`src/rtl/colgen_pkg.sv`:
```
package colgen_pkg;
  typedef enum logic {
    BT_SEQ = 1'b0,
    BT_ILV = 1'b1
  } burst_type_e;
endpackage

```
`src/rtl/colgen_seq.sv`:
```
module colgen_seq
  import colgen_pkg::*;
#(
  parameter int COL_W   = 10,
  parameter int BL_W    = 3,
  parameter int MAX_LOG = 3
) (
  input  logic             clk,
  input  logic             rst,
  input  logic             cmd_go,
  input  logic [COL_W-1:0] start_col,
  input  logic [BL_W-1:0]  blen_sel,
  input  logic             btype,
  input  logic             stop_req,
  output logic             active,
  output logic [COL_W-1:0] idx,
  output logic [COL_W-1:0] start_q,
  output logic [COL_W-1:0] mask_q,
  output logic             ilv_q,
  output logic             full_q,
  output logic             last,
  output logic             err_q
);
  localparam logic [COL_W-1:0] ALL_ONES = {COL_W{1'b1}};
  localparam logic [COL_W-1:0] ONE      = COL_W'(1);

  logic             full_d;
  logic [COL_W-1:0] mask_d;

  always_comb begin
    full_d = (int'(blen_sel) > MAX_LOG);
    mask_d = full_d ? ALL_ONES : ((ONE << blen_sel) - ONE);
  end

  assign last = active && !full_q && (idx == mask_q);

  always_ff @(posedge clk) begin
    if (rst) begin
      active  <= 1'b0;
      idx     <= '0;
      start_q <= '0;
      mask_q  <= '0;
      ilv_q   <= 1'b0;
      full_q  <= 1'b0;
      err_q   <= 1'b0;
    end else if (cmd_go) begin
      active  <= 1'b1;
      idx     <= '0;
      start_q <= start_col;
      mask_q  <= mask_d;
      full_q  <= full_d;
      ilv_q   <= (btype == BT_ILV) && !full_d;
      err_q   <= (btype == BT_ILV) && full_d;
    end else if (stop_req) begin
      active <= 1'b0;
    end else if (active) begin
      if (last) active <= 1'b0;
      else      idx    <= idx + ONE;
    end
  end

  // a command starts beat 0 at the sampled column
  a_r2_cmd_starts: assert property (@(posedge clk) disable iff (rst)
    cmd_go |=> (active && idx == '0 && start_q == $past(start_col)));
  // a fixed burst ends after its final beat
  a_r5_last_ends: assert property (@(posedge clk) disable iff (rst)
    (last && !cmd_go && !stop_req) |=> !active);
  // no last beat in full page
  a_r6_no_last_full: assert property (@(posedge clk) disable iff (rst)
    full_q |-> !last);
  // stop without command ends the burst
  a_r8_stop_ends: assert property (@(posedge clk) disable iff (rst)
    (stop_req && !cmd_go) |=> !active);
  // error flag follows the illegal combination
  a_r10_err_flag: assert property (@(posedge clk) disable iff (rst)
    cmd_go |=> (err_q == ($past(btype) && full_q)));
  // idle stays idle without a command
  a_r11_idle_stays: assert property (@(posedge clk) disable iff (rst)
    (!active && !cmd_go) |=> !active);
endmodule

```
`src/rtl/colgen_addr.sv`:
```
module colgen_addr #(
  parameter int COL_W   = 10,
  parameter int MAX_LOG = 3
) (
  input  logic             clk,
  input  logic             rst,
  input  logic             active,
  input  logic [COL_W-1:0] idx,
  input  logic [COL_W-1:0] start_q,
  input  logic [COL_W-1:0] mask_q,
  input  logic             ilv_q,
  input  logic             full_q,
  output logic [COL_W-1:0] addr
);
  logic [COL_W-1:0] seq_addr;
  logic [COL_W-1:0] ilv_addr;
  logic [COL_W-1:0] sum;

  always_comb begin
    sum      = start_q + idx;
    seq_addr = (start_q & ~mask_q) | (sum & mask_q);
    ilv_addr = start_q ^ idx;
    if (!active)    addr = '0;
    else if (ilv_q) addr = ilv_addr;
    else            addr = seq_addr;
  end

  // interleave touches only the low bits
  a_r4_ilv_high: assert property (@(posedge clk) disable iff (rst)
    (active && ilv_q) |-> (addr[COL_W-1:MAX_LOG] == start_q[COL_W-1:MAX_LOG]));
  // sequential fixed burst stays inside its aligned block
  a_r3_seq_block: assert property (@(posedge clk) disable iff (rst)
    (active && !ilv_q && !full_q) |-> ((addr & ~mask_q) == (start_q & ~mask_q)));
  // full page steps by one modulo the column space
  a_r7_full_step: assert property (@(posedge clk) disable iff (rst)
    (active && full_q && idx != '0) |-> (addr == start_q + idx));
endmodule

```
`src/rtl/sdram_burst_colgen.sv`:
```
module sdram_burst_colgen
  import colgen_pkg::*;
#(
  parameter int COL_W   = 10,
  parameter int BL_W    = 3,
  parameter int MAX_LOG = 3
) (
  input  logic             clk,
  input  logic             rst,
  input  logic             cmd_go,
  input  logic [COL_W-1:0] start_col,
  input  logic [BL_W-1:0]  blen_sel,
  input  logic             btype,
  input  logic             stop_req,
  output logic [COL_W-1:0] col_addr,
  output logic             col_valid,
  output logic             last_beat,
  output logic             mode_err
);
  logic             active;
  logic [COL_W-1:0] idx;
  logic [COL_W-1:0] start_q;
  logic [COL_W-1:0] mask_q;
  logic             ilv_q;
  logic             full_q;
  logic             last;
  logic             err_q;

  colgen_seq #(.COL_W(COL_W), .BL_W(BL_W), .MAX_LOG(MAX_LOG)) u_seq (
    .clk(clk), .rst(rst), .cmd_go(cmd_go), .start_col(start_col),
    .blen_sel(blen_sel), .btype(btype), .stop_req(stop_req),
    .active(active), .idx(idx), .start_q(start_q), .mask_q(mask_q),
    .ilv_q(ilv_q), .full_q(full_q), .last(last), .err_q(err_q)
  );

  colgen_addr #(.COL_W(COL_W), .MAX_LOG(MAX_LOG)) u_addr (
    .clk(clk), .rst(rst), .active(active), .idx(idx), .start_q(start_q),
    .mask_q(mask_q), .ilv_q(ilv_q), .full_q(full_q), .addr(col_addr)
  );

  assign col_valid = active;
  assign last_beat = last;
  assign mode_err  = err_q;

  // a command has priority over a stop
  a_r9_cmd_wins: assert property (@(posedge clk) disable iff (rst)
    (cmd_go && stop_req) |=> col_valid);
  // nothing is presented without a burst
  a_r1_idle_quiet: assert property (@(posedge clk) disable iff (rst)
    !col_valid |-> (col_addr == '0 && !last_beat));
endmodule

```
`config.mk`:
```
export PLATFORM = sky130hd
export DESIGN_NAME = sdram_burst_colgen
export DESIGN_NICKNAME = d
export VERILOG_FILES = /design/src/rtl/colgen_pkg.sv /design/src/rtl/colgen_seq.sv /design/src/rtl/colgen_addr.sv /design/src/rtl/sdram_burst_colgen.sv
export SDC_FILE = /design/constraint.sdc
export NUM_CORES = 1
export LEC_CHECK = 0
export ABC_AREA = 1
export BUFFER_PORTS_ARGS = -buffer_cell sky130_fd_sc_hd__buf_2
export CORE_MARGIN = 2
export CORE_UTILIZATION = 57
export DETAILED_ROUTE_END_ITERATION = 8
export GPL_TIMING_DRIVEN = 0
export PLACE_DENSITY_LB_ADDON = 0.15
export SLEW_MARGIN = 20
export SYNTH_ARGS = -nofsm -noshare
export SYNTH_HDL_FRONTEND = slang
export SYNTH_HIERARCHICAL = 1
export SYNTH_SLANG_ARGS = --single-unit
```
`constraint.sdc`:
```
create_clock -name clk -period 2.4 [get_ports clk]
set_clock_uncertainty 0.15 [all_clocks]
set_input_delay 0.12 -clock clk [delete_from_list [all_inputs] [get_ports clk]]
set_output_delay 0.12 -clock clk [all_outputs]
set_load 0.005 [all_outputs]
```
# Yosys cells after proc, flatten, opt, wreduce, memory -nomap -nowiden
# Index checks and enable logic that the tools add are counted.
[totals]
reg_bits = 34
latchBits = 0
ramBits = 0
rom_bits = 0
inputBits = 18
output_inout_bits = 13
word_cells = 35
n_memories = 0
[classes]
n_addsub = 3
n_mul = 0
div = 0
n_lt_le_gt_ge = 1
n_eq_ne = 1
n_shift = 1
muxes = 7
bitwise_logic = 7
n_reduce_logical = 8
[op_table]
columns = ["cell", "count"]
rows = [
  ["10-bit two-way mux", 3],
  ["10-bit AND", 2],
  ["10-bit by 1-bit adder with 10-bit output, second input constant", 1],
  ["10-bit adder", 1],
  ["10-bit == test", 1],
  ["10-bit NOT", 1],
  ["10-bit OR", 1],
  ["1-bit by 3-bit left shift with 10-bit output, first input constant", 1],
  ["10-bit by 1-bit subtractor with 10-bit output, second input constant", 1],
  ["10-bit bitwise XOR", 1],
  ["1-bit logical AND", 4],
  ["1-bit two-way mux", 4],
  ["3-bit by 2-bit > comparator with 1-bit output, second input constant", 1],
  ["3-bit AND reduction", 1],
  ["1-bit logical NOT", 2],
  ["1-bit NOT", 2],
  ["2-bit OR reduction", 1],
]

# Longest topological paths before layout
# Gate-level depths: netlist of the first run.
[logic_depth]
ltp_word = 7
ltp_mapped = 11
ltp_nobuf = 10

# Modules after synthesis
# Netlist of the first run, hierarchy kept.
[by_module_without_submodules]
columns = ["mod", "n_inst", "cells_each", "area_per_inst_um2", "seq_area_each_um2"]
rows = [
  ["colgen_seq", 1, 225, 1539.0, 680.7],
  ["colgen_addr", 1, 127, 680.7, 0.0],
]

# Least setup slack after synthesis of the first run
# No wires, ideal clock.
[synth_path]
path_type = "register to output"
from = "register u_seq.idx[0]"
to = "output port col_addr[6]"
arrival_ns = 1.650
required_time_ns = 2.130
slack_ns = 0.480
path_stages_with_launch = 9
path_buffers = 0
cell_sequence = "dfxtp_1 ha_1 inv_1 fa_1 o21ai_2 nand2_1 nand3b_1 nand3_1 a21oi_1"
[synth_via]
elab_chain_len = 5
[synth_rtl]
columns = ["element", "line", "text"]
rows = [
  ["start, declared", "colgen_seq.sv:16", "output logic [COL_W-1:0] idx,"],
  ["start signal, assigned", "colgen_seq.sv:58", "else idx <= idx + ONE;"],
  ["10-bit adder", "colgen_addr.sv:20", "sum = start_q + idx;"],
  ["10-bit AND", "colgen_addr.sv:21", "seq_addr = (start_q & ~mask_q) | (sum & mask_q);"],
  ["10-bit OR", "colgen_addr.sv:21", ""],
  ["10-bit two-way mux", "colgen_addr.sv:24", "else if (ilv_q) addr = ilv_addr;"],
  ["10-bit two-way mux", "colgen_addr.sv:23", "if (!active) addr = '0;"],
  ["end, declared", "sdram_burst_colgen.sv:15", "output logic [COL_W-1:0] col_addr,"],
]
# Every way passes these cells.

# Worst setup path in the final report of the first run
[layout_path]
from = "register u_seq.start_q[0]"
to = "output port col_addr[8]"
[layout_via]
elab_chain_len = 5
[layout_rtl]
columns = ["element", "line", "text"]
rows = [
  ["start, declared", "colgen_seq.sv:17", "output logic [COL_W-1:0] start_q,"],
  ["start signal, assigned", "colgen_seq.sv:49", "start_q <= start_col;"],
  ["10-bit adder", "colgen_addr.sv:20", ""],
  ["10-bit AND", "colgen_addr.sv:21", ""],
  ["10-bit OR", "colgen_addr.sv:21", ""],
  ["10-bit two-way mux", "colgen_addr.sv:24", ""],
  ["10-bit two-way mux", "colgen_addr.sv:23", ""],
]
# Every way passes these cells.

==> results of run 1 <==
cells by family (layout without fill, tap and decap cells):
family / after synthesis / count (layout) / share of synthesized area
compound gates: 70 / 70 / 0.1708
xor+xnor: 9 / 9 / 0.03551
fa+ha+maj: 11 / 11 / 0.06539
buf+inv: 57 / 109 / 0.1009
flops: 34 / 34 / 0.3067
simple gates: 171 / 171 / 0.3207
cells in the final DEF, fill, tap and decap left out, types with 3 or more instances in the layout:
master / count
clkbuf_8: 6
clkbuf_1: 7
nor2_1: 47
dfxtp_1: 29
nand2_1: 85
o21ai_0: 26
nand3_1: 27
xor2_1: 8
dlygate4sd3_1: 13
inv_2: 6
ha_1: 9
dfxtp_2: 4
a21oi_1: 35
inv_1: 39
buf_2: 32
nand3b_1: 3
per-stage QoR:
step                instances  setup WS [ns]  utilization  cell area, um2
global route              452       0.003262       0.7212            2680
finish                    452         0.1141       0.7212            2680
detailed placement        430         0.1229       0.6539            2430
global placement          430         0.1574       0.6539            2430
CTS                       451        0.01188       0.7152            2658
floorplan                 352         0.4798            -            2220
metal layers:
| layer | routed length, um | GRT usage | vias to the layer above |
|---|---|---|---|
| met2 | 2658 | 0.4700 | 76 |
| met5 | 0 | 0 | - |
| met1 | 2554 | 0.3480 | 1077 |
| li1 | - | - | 1237 |
| met4 | 116 | 0.1276 | 0 |
| met3 | 344 | 0.05792 | 12 |
cells in the mapped netlist, types with 3 or more instances:
cell type	number
xor2_1	8
ha_1	10
inv_1	39
inv_2	6
dfxtp_1	34
nand3_1	27
nor2_1	47
nand2_1	85
clkbuf_1	6
o21ai_0	26
a21oi_1	35
nand3b_1	3
worst max-delay path: stages, from the launching register on:
cell and delay, ns:
dfxtp_1 0.37, ha_2 0.21, inv_1 0.06, fa_2 0.37, o21ai_4 0.20, nand2_1 0.09
nand3_1 0.09, nand3_1 0.07, a21oi_1 0.13, buf_2 0.13
timing repair:
item / in CTS / in global routing
setup endpoints to repair: 4 / 5
setup buffers: 0 / 1
resized for setup: 3 / 6
hold buffers: 13 / 0
endpoints found under the hold margin: 16 / 0
pin swaps: 1 / 1
registers in the layout, indices dropped and copies added (netlist names):
register       flops
u_seq/err_q        1
u_seq/full_q       1
u_seq/mask_q      10
u_seq/ilv_q        1
u_seq/active       1
u_seq/start_q     10
u_seq/idx         10
where the power goes:
part | switching, mW | internal [mW]
clock | 0.206 | 0.231
combinational | 0.113 | 0.0898
sequential | 0.0327 | 0.591
final timing paths:
| check | from | to | slack (ns) | cells past startpoint |
|---|---|---|---|---|
| hold reg to reg | u_seq/full_q | u_seq/full_q | 0.31 | 2 |
| setup / recovery | u_seq/start_q[0] | col_addr[8] | 0.11 | 9 |
| hold / removal | blen_sel[0] | u_seq/mask_q[0] | 0.01 | 3 |
| setup reg to reg | u_seq/active | u_seq/idx[8] | 0.62 | 8 |
cell type report:
type                            count  area [um2]
Clock buffer                        7       86.33
Multi-Input combinational cell    261        1328
Timing Repair Buffer               44       287.8
Sequential cell                    34       689.4
Fill cell                         329        1036
Tap cell                           48       60.06
Clock inverter                      1       5.005
Inverter                           47       176.4
Buffer                             10       47.55
==> metrics, run 1 <==
Ys Warns=6; overall routing resource usage=0.2824; I/O pins=31; Synth Flop Type=dfxtp_1; Routed Antenna Nets=0; clk_lat worst skew=about 0.29 ns; count of cell types in the netlist=33; Max rail drop VDD=~0.44 mV; Die Wd=~66 um; total power=1.264 mW; syn avg cell area=6.306 um2; Critical Path AT=2.02 ns; vias in the first global route=2153; DR pass1 iterations=5; DP Wirelength=4109 um; outcome=complete, no violations; Post-Syn Instances=about 350; first-pass GRT wire length=9328 um; CP Class=reg2out; post-synth top area share=0.3067; via count=~2400; Post-Syn Area=around 2200 um2; Critical Path RT=roughly 2.1 ns; top cells by area, synth=dfxtp_1 (31%), nand2_1 (14%), nor2_1 (7.9%), a21oi_1 (7.9%), inv_1 (6.6%); DR DRC count=0; WL/cell=12.55 um; RePlAce Congestion=between 0.8 and 0.9; CTS buffer count=5; clk sink count=34; crit end category=output port; Area Overhead vs Synth=20.74%; Syn Nets=381; Synth area leader=dfxtp_1; CP startpoint kind=flip-flop; ys async rst share=0; Die Ht=roughly 66 um; period utilization=0.9525; final hold violations=0; final setup violation count=0; worst-path fanout max=4; Detailed Route WL=roughly 5700 um; layout cells sized above 1=0.1535; Via density=around 5.3; Initial Util=0.5973; final hold slack=between 0.01 and 0.015 ns; clock root buffer=clkbuf_8; Hold WC Path Type=in2reg; max_cap viols=0; RSZ-0062 raised after global routing=no; nets=~430; Power Dens Cells=about 470 nW/um2; total gr overflow=0; Max transition margin=0.5885; Max Freq=between 400 and 500 MHz; CTS tree=built; post-synthesis sequential area ratio=0.3067; htree depth=2; ant diodes=0; Lkg Pwr=about 1.2 nW; DR iter-0 viols=approximately 190; min Tclk post-route=roughly 2.3 ns; pin count of the biggest net entering global routing=14; Worst Tran Pin Value=about 0.61 ns; clk slew on worst S/H paths=0.07 ns; synthesized flop and latch total=34; Row Count=22; Longest Clk Path Bufs=2; die area=approximately 4400 um2; number of port buffers=30; core footprint=3716 um2; initial antenna violation count=0; Final Max Tran Viols=0; Post-synth EDFFs=0; setup TNS=0 ns
Note: power is estimated with default switching activity, not from simulation.
==> run 2, diff against run 1 <==
--- a/config.mk
+++ b/config.mk
@@ -5,10 +5,9 @@
 export SDC_FILE = /design/constraint.sdc
 export NUM_CORES = 1
 export LEC_CHECK = 0
-export ABC_AREA = 1
 export BUFFER_PORTS_ARGS = -buffer_cell sky130_fd_sc_hd__buf_2
 export CORE_MARGIN = 2
-export CORE_UTILIZATION = 57
+export CORE_UTILIZATION = 59
 export DETAILED_ROUTE_END_ITERATION = 8
 export GPL_TIMING_DRIVEN = 0
 export PLACE_DENSITY_LB_ADDON = 0.15
==> run 2 against run 1 <==
Highest routed layer unchanged. Worst setup slack lost 0.11 ns. Worst hold slack lost 0.0024 ns. Largest power group unchanged. Via count grew 13%.
==> metrics, run 2 <==
FF-to-FF Start=u_seq/idx[0]; CP Cell Sequence=ha_4, inv_2, fa_2, nor2b_2, o21a_2, o211ai_2, a31oi_1, mux2i_1, buf_2; WL/cell=around 17 um; clk slew on worst S/H paths=0.07 ns; Final Max Tran Viols=0; total power=~1.3 mW; DR iter-0 viols=~340; Max transition margin=0.5411; DR pass1 iterations=7; vias in the first global route=between 2000 and 3000; Area Overhead vs Synth=20.17%; via count=~2700; min Tclk post-route=roughly 2.4 ns; Hold Startpoint=blen_sel[2]; worst-path fanout max=3; outcome=complete, no violations; internal power=around 0.90 mW; Max rail drop VDD=0.3756 mV; most common cell after layout, fill and taps aside=buf_2; die area=4841 um2; r2r worst-path depth=6; Logic pwr share=0.201; ys async rst share=0; Die Ht=around 70 um; Power Dens Cells=about 430 nW/um2; dpl ws=0.02563 ns; first-pass GRT wire length=about 12000 um; global route hottest layer=met2; Lkg Pwr=~1.2 nW; nets=around 400; worst path bufs/invs=2; CP delay by family, top=compound AO/OA/AOI/OAI gates; Max Freq=418.0 MHz; crit end category=output port; Worst Tran Pin Value=between 0.6 and 0.7 ns; top-count cell post-synth=dfxtp_1; Largest regs=u_seq/idx: 10 flops, u_seq/mask_q: 10 flops, u_seq/start_q: 10 flops; final hold violations=0; Min-Delay Endpoint=u_seq/err_q; max_cap viols=0; ant diodes=0; Max stage delay on crit path=between 0.3 and 0.4 ns; Longest Clk Path Bufs=2; most frequent cells in the layout=buf_2 (34), nor2_1 (29), dfxtp_1 (29); Synth Flop Type=dfxtp_1; met1 Track Usage GR=0.3833; Post-Syn Instances=323; Critical Path AT=roughly 2.1 ns; Syn Nets=about 350; DP Wirelength=approximately 4800 um; initial antenna violation count=0; overall routing resource usage=0.2984; Via density=~6.3; clk_lat worst skew=approximately 0.29 ns; GR Layer Usage met2=0.5011; RePlAce Congestion=0.9603; top cells by area, synth=dfxtp_1 (27%), ha_1 (4.9%), a21oi_1 (4.7%), mux2i_1 (4.7%), nor2_1 (4.3%); Detailed Route WL=about 7100 um; number of port buffers=29; pin count of the biggest net entering global routing=12; CP startpoint kind=flip-flop; CTS tree=built; DR DRC count=0; syn avg cell area=7.856 um2; NetSw=about 0.4 mW; layout cells sized above 1=0.1905; Synth area leader=dfxtp_1; count of cell types in the netlist=60; GR Layer Usage met3=0.05378; Seq pwr share=0.478; Die Wd=69.58 um; final setup violation count=0; synthesized flop and latch total=34; Row Count=23; Post-synth EDFFs=0; Ys Warns=6; Routed Antenna Nets=0; Post-Syn Area=around 2500 um2; post-synth top area share=0.2682; clk sink count=34; CTS buffer count=5; CP Class=reg2out; Critical Path RT=2.13 ns; post-synthesis sequential area ratio=0.2682; worst setup margin=0.007560 ns; Hold WC Path Type=in2reg; hold path depth=3; Sw Share=0.3076; period utilization=0.9968; total gr overflow=0; clock root buffer=clkbuf_8; htree depth=2; Initial Util=0.6253; I/O pins=31; reg2reg setup slack=~0.19 ns; Post-synth top cells=dfxtp_1 (34), nor2_1 (29), a21oi_1 (24); Clk network pwr share=0.321; RSZ-0062 raised after global routing=yes; CP max-delay cell=dfxtp_4; R2R Path End=u_seq/idx[2]; core footprint=~4000 um2
run 2: cell count changes in the layout (fill, tap and decap cells not counted), sizes merged, moves of 9 or more:
cell and change:
a21oi -12, and4 +9, buf +9, inv -36, mux2i +12, nand2 -66
nand2b +15, nand3 -14, nor2 -20, o21ai -14
run 2: worst max-delay path by stage:
stage,from,endpoint,slack [ns],cells after the start
after floorplan,u_seq/idx[1],col_addr[6],0.35,7
after global placement,u_seq/idx[1],col_addr[6],0.04,8
after detailed placement,u_seq/idx[1],col_addr[6],0.03,8
after CTS,u_seq/start_q[0],col_addr[8],0.007,9
after global routing,u_seq/idx[0],col_addr[8],-0.09,9
final,u_seq/start_q[0],col_addr[8],0.008,9
run 2: cell type report:
| class | instances | area [um2] |
|---|---|---|
| fill | 307 | 1008 |
| multi-input combinational | 260 | 1757 |
| clock inverter | 2 | 15.01 |
| inverter | 9 | 33.78 |
| sequential | 34 | 696.9 |
| tap | 50 | 62.56 |
| timing repair buffer | 48 | 317.8 |
| clock buffer | 5 | 68.82 |
| buffer | 20 | 97.59 |
run 2: power groups by stage:
stage          logic (mW)  clock network [mW]  registers (mW)
5_1_grt             0.286               0.451           0.624
3_3_place_gp        0.225                   0           0.633
6_report            0.261               0.416           0.620
3_5_place_dp        0.228                   0           0.634
4_1_cts             0.247               0.418           0.621
2_1_floorplan       0.165                   0           0.623
run 2: through the flow:
step | hold WS [ns] | util | cells | TNS (ns) | instance area [um2]
floorplan | 0.1175 | - | 323 | 0 | 2537
global placement | 0.2039 | 0.6765 | 402 | 0 | 2745
detailed placement | 0.2128 | 0.6765 | 402 | 0 | 2745
CTS | 0.003648 | 0.7379 | 424 | 0 | 2994
global route | 0.008718 | 0.7515 | 428 | -0.1798 | 3049
finish | 0.01078 | 0.7515 | 428 | 0 | 3049
run 2: worst min-delay path, cell delays in order:
cell	delay, ns
buf_2	0.13
nand3_1	0.08
a21oi_1	0.06
run 2: repair_timing:
action / 4_1_cts / 5_1_grt
setup endpoints to repair: 6 / 6
hold endpoints to repair: 13 / 0
cloned: 0 / 0
gates resized for setup: 9 / 8
hold buffers: 12 / 0
pin swaps: 4 / 7
buffers inserted: 3 / 4
run 2: logic make-up (layout without fill, tap and decap cells):
logic type | count (synthesis) | after routing | synth area share
AND/OR/NAND/NOR | 139 | 139 | 0.3042
buffers and inverters | 29 | 84 | 0.05177
flip-flops | 34 | 34 | 0.2682
AO/OA/AOI/OAI | 88 | 88 | 0.2337
multiplexers | 12 | 12 | 0.04734
adder cells (fa/ha/maj) | 11 | 11 | 0.05720
XOR/XNOR | 10 | 10 | 0.03748
run 2: routing by layer:
metal	up-vias	wire length [um]
met3	10	405
met2	111	3481
met5	-	0
li1	1313	-
met1	1276	3141
met4	0	84
